--- config.mk ---
export PLATFORM = sky130hd
export DESIGN_NAME = dual_slope_seq
export DESIGN_NICKNAME = d
export VERILOG_FILES = /design/src/rtl/dss_pkg.sv /design/src/rtl/dss_ctrl.sv /design/src/rtl/dss_datapath.sv /design/src/rtl/dual_slope_seq.sv
export SDC_FILE = /design/constraint.sdc
export NUM_CORES = 1
export LEC_CHECK = 0
export CAP_MARGIN = 20
export CORE_MARGIN = 5
export CORE_UTILIZATION = 32
export DETAILED_ROUTE_END_ITERATION = 12
export DONT_BUFFER_PORTS = 1
export SETUP_SLACK_MARGIN = 0.15
export SYNTH_ARGS = -nofsm -noshare
export SYNTH_HDL_FRONTEND = slang
export SYNTH_SLANG_ARGS = --single-unit
--- constraint.sdc ---
create_clock -name clk -period 2.1 [get_ports clk]
set_input_delay 0.105 -clock clk [delete_from_list [all_inputs] [get_ports clk]]
set_output_delay 0.105 -clock clk [all_outputs]
set_load 0.05 [all_outputs]
--- src/rtl/dss_pkg.sv ---
package dss_pkg;

  // Width of the binary thousands field above the BCD decades (reaches 2).
  localparam int HI_W = 2;

  typedef enum logic [1:0] {
    PH_AZ  = 2'd0,
    PH_INT = 2'd1,
    PH_DE  = 2'd2
  } phase_t;

  // Strobes from control to datapath, valid for one clock.
  typedef struct packed {
    logic clear;     // zero the whole count
    logic inc;       // advance the count by one
    logic capPol;    // store the comparator level
    logic loadRead;  // load latch with the current count
    logic loadOver;  // load latch with the overrange pattern
  } seqCtrl_t;

  // Datapath status seen by control.
  typedef struct packed {
    logic            lowAllNine;  // every BCD decade holds 9
    logic [HI_W-1:0] hi;          // thousands field
    logic            polHigh;     // stored comparator level
  } seqStat_t;

endpackage

--- src/rtl/dss_ctrl.sv ---
module dss_ctrl
  import dss_pkg::*;
#(
  parameter int PRESCALE = 4
) (
  input  logic     clk,
  input  logic     rstN,
  input  logic     cmpHigh,
  input  seqStat_t stat,
  output seqCtrl_t ctrl,
  output logic     swAutoZero,
  output logic     swIntegrate,
  output logic     swDeint,
  output logic     refNeg
);

  localparam int PRE_W = (PRESCALE > 1) ? $clog2(PRESCALE) : 1;
  localparam logic [PRE_W-1:0] PRE_LAST = PRE_W'(PRESCALE - 1);

  // Thousands value on the final count of each phase (lower decades all 9).
  localparam logic [HI_W-1:0] HI_INT_END = HI_W'(0);
  localparam logic [HI_W-1:0] HI_DE_LAST = HI_W'(1);
  localparam logic [HI_W-1:0] HI_AZ_END  = HI_W'(2);

  logic [PRE_W-1:0] preCnt;
  logic             tick;
  phase_t           phase, phaseNext;

  assign tick = (preCnt == PRE_LAST);

  always_ff @(posedge clk or negedge rstN) begin
    if (!rstN) begin
      preCnt <= '0;
      phase  <= PH_AZ;
    end else begin
      preCnt <= tick ? '0 : preCnt + 1'b1;
      phase  <= phaseNext;
    end
  end

  always_comb begin
    ctrl      = '0;
    phaseNext = phase;
    if (tick) begin
      unique case (phase)
        PH_AZ: begin
          if (stat.lowAllNine && stat.hi == HI_AZ_END) begin
            phaseNext  = PH_INT;
            ctrl.clear = 1'b1;
          end else begin
            ctrl.inc = 1'b1;
          end
        end
        PH_INT: begin
          if (stat.lowAllNine && stat.hi == HI_INT_END) begin
            phaseNext   = PH_DE;
            ctrl.clear  = 1'b1;
            ctrl.capPol = 1'b1;
          end else begin
            ctrl.inc = 1'b1;
          end
        end
        PH_DE: begin
          // the count keeps running into auto-zero in every case
          ctrl.inc = 1'b1;
          if (cmpHigh != stat.polHigh) begin
            phaseNext     = PH_AZ;
            ctrl.loadRead = 1'b1;
          end else if (stat.lowAllNine && stat.hi == HI_DE_LAST) begin
            phaseNext     = PH_AZ;
            ctrl.loadOver = 1'b1;
          end
        end
        default: phaseNext = PH_AZ;
      endcase
    end
  end

  assign swAutoZero  = (phase == PH_AZ);
  assign swIntegrate = (phase == PH_INT);
  assign swDeint     = (phase == PH_DE);
  assign refNeg      = swDeint && stat.polHigh;

endmodule

--- src/rtl/dss_datapath.sv ---
module dss_datapath
  import dss_pkg::*;
#(
  parameter int NUM_DECADES = 3
) (
  input  logic                     clk,
  input  logic                     rstN,
  input  logic                     cmpHigh,
  input  seqCtrl_t                 ctrl,
  output seqStat_t                 stat,
  output logic [4*NUM_DECADES-1:0] dispDigits,
  output logic                     dispHalf,
  output logic                     dispNeg,
  output logic                     dispOver
);

  localparam int DIG_W = 4 * NUM_DECADES;

  logic [DIG_W-1:0]       digits;
  logic [NUM_DECADES-1:0] nineVec;
  logic [NUM_DECADES:0]   carry;
  logic [HI_W-1:0]        hi;
  logic                   polHigh;

  assign carry[0] = ctrl.inc;

  for (genvar i = 0; i < NUM_DECADES; i++) begin : g_decade
    logic [3:0] dec;
    assign nineVec[i]       = (dec == 4'd9);
    assign carry[i+1]       = carry[i] && nineVec[i];
    assign digits[4*i +: 4] = dec;
    always_ff @(posedge clk or negedge rstN) begin
      if (!rstN)          dec <= '0;
      else if (ctrl.clear) dec <= '0;
      else if (carry[i])  dec <= nineVec[i] ? 4'd0 : dec + 4'd1;
    end
  end

  always_ff @(posedge clk or negedge rstN) begin
    if (!rstN) begin
      hi      <= '0;
      polHigh <= 1'b0;
    end else begin
      if (ctrl.clear)                hi <= '0;
      else if (carry[NUM_DECADES])  hi <= hi + 1'b1;
      if (ctrl.capPol)              polHigh <= cmpHigh;
    end
  end

  always_ff @(posedge clk or negedge rstN) begin
    if (!rstN) begin
      dispDigits <= '0;
      dispHalf   <= 1'b0;
      dispNeg    <= 1'b0;
      dispOver   <= 1'b0;
    end else if (ctrl.loadRead) begin
      dispDigits <= digits;
      dispHalf   <= hi[0];
      dispNeg    <= !polHigh;
      dispOver   <= 1'b0;
    end else if (ctrl.loadOver) begin
      dispDigits <= '0;
      dispHalf   <= 1'b1;
      dispNeg    <= !polHigh;
      dispOver   <= 1'b1;
    end
  end

  assign stat.lowAllNine = &nineVec;
  assign stat.hi         = hi;
  assign stat.polHigh    = polHigh;

endmodule

--- src/rtl/dual_slope_seq.sv ---
module dual_slope_seq
  import dss_pkg::*;
#(
  parameter int PRESCALE    = 4,
  parameter int NUM_DECADES = 3
) (
  input  logic                     clk,
  input  logic                     rstN,
  input  logic                     cmpHigh,
  output logic                     swAutoZero,
  output logic                     swIntegrate,
  output logic                     swDeint,
  output logic                     refNeg,
  output logic [4*NUM_DECADES-1:0] dispDigits,
  output logic                     dispHalf,
  output logic                     dispNeg,
  output logic                     dispOver
);

  seqCtrl_t ctrl;
  seqStat_t stat;

  dss_ctrl #(.PRESCALE(PRESCALE)) u_ctrl (
    .clk(clk), .rstN(rstN), .cmpHigh(cmpHigh), .stat(stat), .ctrl(ctrl),
    .swAutoZero(swAutoZero), .swIntegrate(swIntegrate), .swDeint(swDeint),
    .refNeg(refNeg)
  );

  dss_datapath #(.NUM_DECADES(NUM_DECADES)) u_dp (
    .clk(clk), .rstN(rstN), .cmpHigh(cmpHigh), .ctrl(ctrl), .stat(stat),
    .dispDigits(dispDigits), .dispHalf(dispHalf), .dispNeg(dispNeg),
    .dispOver(dispOver)
  );

endmodule

==> reports/metrics.yaml <==
dp_hpwl_um: 2620
syn_area_mm2: 0.00178
period_share: 0.926
syn_nets: 169
p_per_area_mw_per_mm2: 570
final_area_mm2: 0.00208
ys_ff_latch: 34
drc: 0
crit_required_ns: 2.28
synth.largest_area_cell: "dfrtp_1"
start_util: 0.327
root_buffer: "clkbuf_8"
r2r-end: "u_dp.polHigh"
ys_async_sr_fraction: 1.00
cts-buffers-inserted: 5
synth_area_leaders: "dfrtp_1, ha_1, a22o_1"
cts.sinks: 34
track_usage: 0.115
grt_pass1_vias: 1362
grt_first_pass_wirelength_um: 6640
gp_congestion: 0.845
drv_slew: 0
diodes: 0
setup_ws_ns: 0.155
r2r_slack_ns: 0.16
synthDistinctLibCells: 45
relSlewSlack: 0.687
synth-main-ff-cell: "dfrtp_1"
wirelength_um: 3740
hold_viol: 0
routedWlPerCell_um: 15.2
die_w_um: 84.5
io_pins: 22
cp_max_fo: 5
drtIter0Drc: 71
clockBufferDepth: 2
synth.avg_cell_area_um2: 11.4
die-area_mm2: 0.00714
rows: 27
finClkSkew_ns: 0.00272
die-height_um: 84.5
reg2reg_from: "u_dp.g_decade[1].dec[1]"
tns_ns: 0
vias: 1265
vias_per_cell: 5.12
cts.clk_slew.worst_paths_ns: 0.07
cts_tree: "done"
netlist.area_leader.share: 0.479
yosysWarningCount: 0
area_growth_pct: 16.9
maxCapViolCount: 0
worst_pin_slew_ns: 0.458
grt_overflow: 0
timing.fmax_ghz: 0.514
synth-edff-count: 0
start_kind: "register"
place_area_mm2: 0.00191
fin_crit_ns: 1.94
ant_nets: 0
rsz0062_at_grt: "true"
grt_max_degree: 35
dr.pass1.iters: 4
p_leak_uw: 0.000929
cts.htree.levels: 2
clock_latency_ns: 0.29
synth_cells: 156
io_buffers: 0
peakVddDrop_mv: 0.253
fin_util: 0.382
cp_data_arrival_time_ns: 2.12
worstSetupPathType: "register to register"
drive_gt1_frac: 0.200
status: "finished, final reports clean"
reg2regPathDepth: 6
synth_most_common_cell: "dfrtp_1"
antenna_found_initial: 0
setup_viol: 0
cp-end-kind: "register"
synth_commonest_cells: "dfrtp_1, a22o_1, inv_1, ha_1, nand2_1"
fp.coreArea_mm2: 0.00544
p_total_uw: 1180
post-place-ws_ns: 0.174
hold_class: "input port to async pin"
fillerInstances: 556
final_nets: 187
synth-seq-area-share: 0.479
## logic make-up after synthesis
logic type | count (synthesis) | share of synthesized area
fa+ha+maj | 10 | 0.0704
compound gates | 43 | 0.198
simple gates | 48 | 0.175
xor+xnor | 1 | 0.00493
flops | 34 | 0.479
mux | 5 | 0.0303
buf+inv | 15 | 0.0430
## where the power goes
part	total (uW)	internal, uW	leakage (uW)	switching (uW)
combinational	21.7	7.00	0.000435	14.7
sequential	655	655	0.000445	0
clock	507	265	0.0000482	242
## final cells by class
type                            instances  area, um^2  area share
Clock inverter                          1        5.00     0.00241
Clock buffer                            7        86.3      0.0416
Multi-Input combinational cell        107         861       0.414
Tap cell                               72        90.1      0.0434
Timing Repair Buffer                   15         143      0.0687
Sequential cell                        34         851       0.410
Inverter                               11        41.3      0.0199
## per-layer routing
metal  GRT usage  vias up  wire length (um)
met5           0        -                 0
met4      0.0460        0                53
met3      0.0343        5               163
met2       0.183       19              1740
met1       0.147      634              1790
li1            -      607                 -
## per-stage QoR
stage / hold slack [ns] / instances
floorplan: -0.191 / 156
global placement: -0.189 / 234
detailed placement: -0.189 / 234
CTS: 0.292 / 245
global route: 0.291 / 247
finish: 0.286 / 247
## repair_timing
item	4_1_cts	5_1_grt
buffers inserted	0	2
resized for setup	0	3
hold endpoints to repair	35	0
setup endpoints to repair	0	21
hold buffers	3	0
## sequential cells by signal, indices dropped and copies added, names as in the netlist
name,cells
u_dp.dispNeg,1
u_dp.g_decade.dec,12
u_dp.dispDigits,12
u_ctrl.preCnt,2
u_dp.dispOver,1
u_dp.dispHalf,1
u_dp.polHigh,1
u_dp.hi,2
u_ctrl.phase,2
## critical path, cell delays in order, from the launching register on
cell,delay [ns]
dfrtp_1,0.42
inv_1,0.07
ha_1,0.15
and3b_1,0.30
nand3_1,0.25
nor3_2,0.28
mux2_2,0.35
## how the worst max path moves through the flow
stage | slack (ns) | to | from | cells after the start
CTS | 0.15 | u_dp.polHigh | u_dp.g_decade[1].dec[1] | 6
global route | 0.03 | u_dp.polHigh | u_dp.g_decade[1].dec[1] | 6
floorplan | 0.33 | u_dp.dispDigits[10] | u_ctrl.phase[0] | 6
detailed placement | 0.17 | u_dp.polHigh | u_dp.g_decade[0].dec[1] | 6
finish | 0.16 | u_dp.polHigh | u_dp.g_decade[1].dec[1] | 6
global placement | 0.23 | u_dp.dispDigits[0] | u_dp.g_decade[0].dec[1] | 6
## placed cells by master (no fill, tap or decap), drive strengths merged, types with 4 or more instances in the layout
master  Yosys  final
nand3       7      7
nor3        5      5
nand2      10     10
ha         10     10
buf         4     13
and2        4      4
nor2        4      4
clkbuf      0      7
inv        11     11
a21oi       6      6
a22o       12     12
o21ai       6      6
a31o        4      4
dfrtp      34     34
Note: power is estimated with default switching activity, not from simulation.
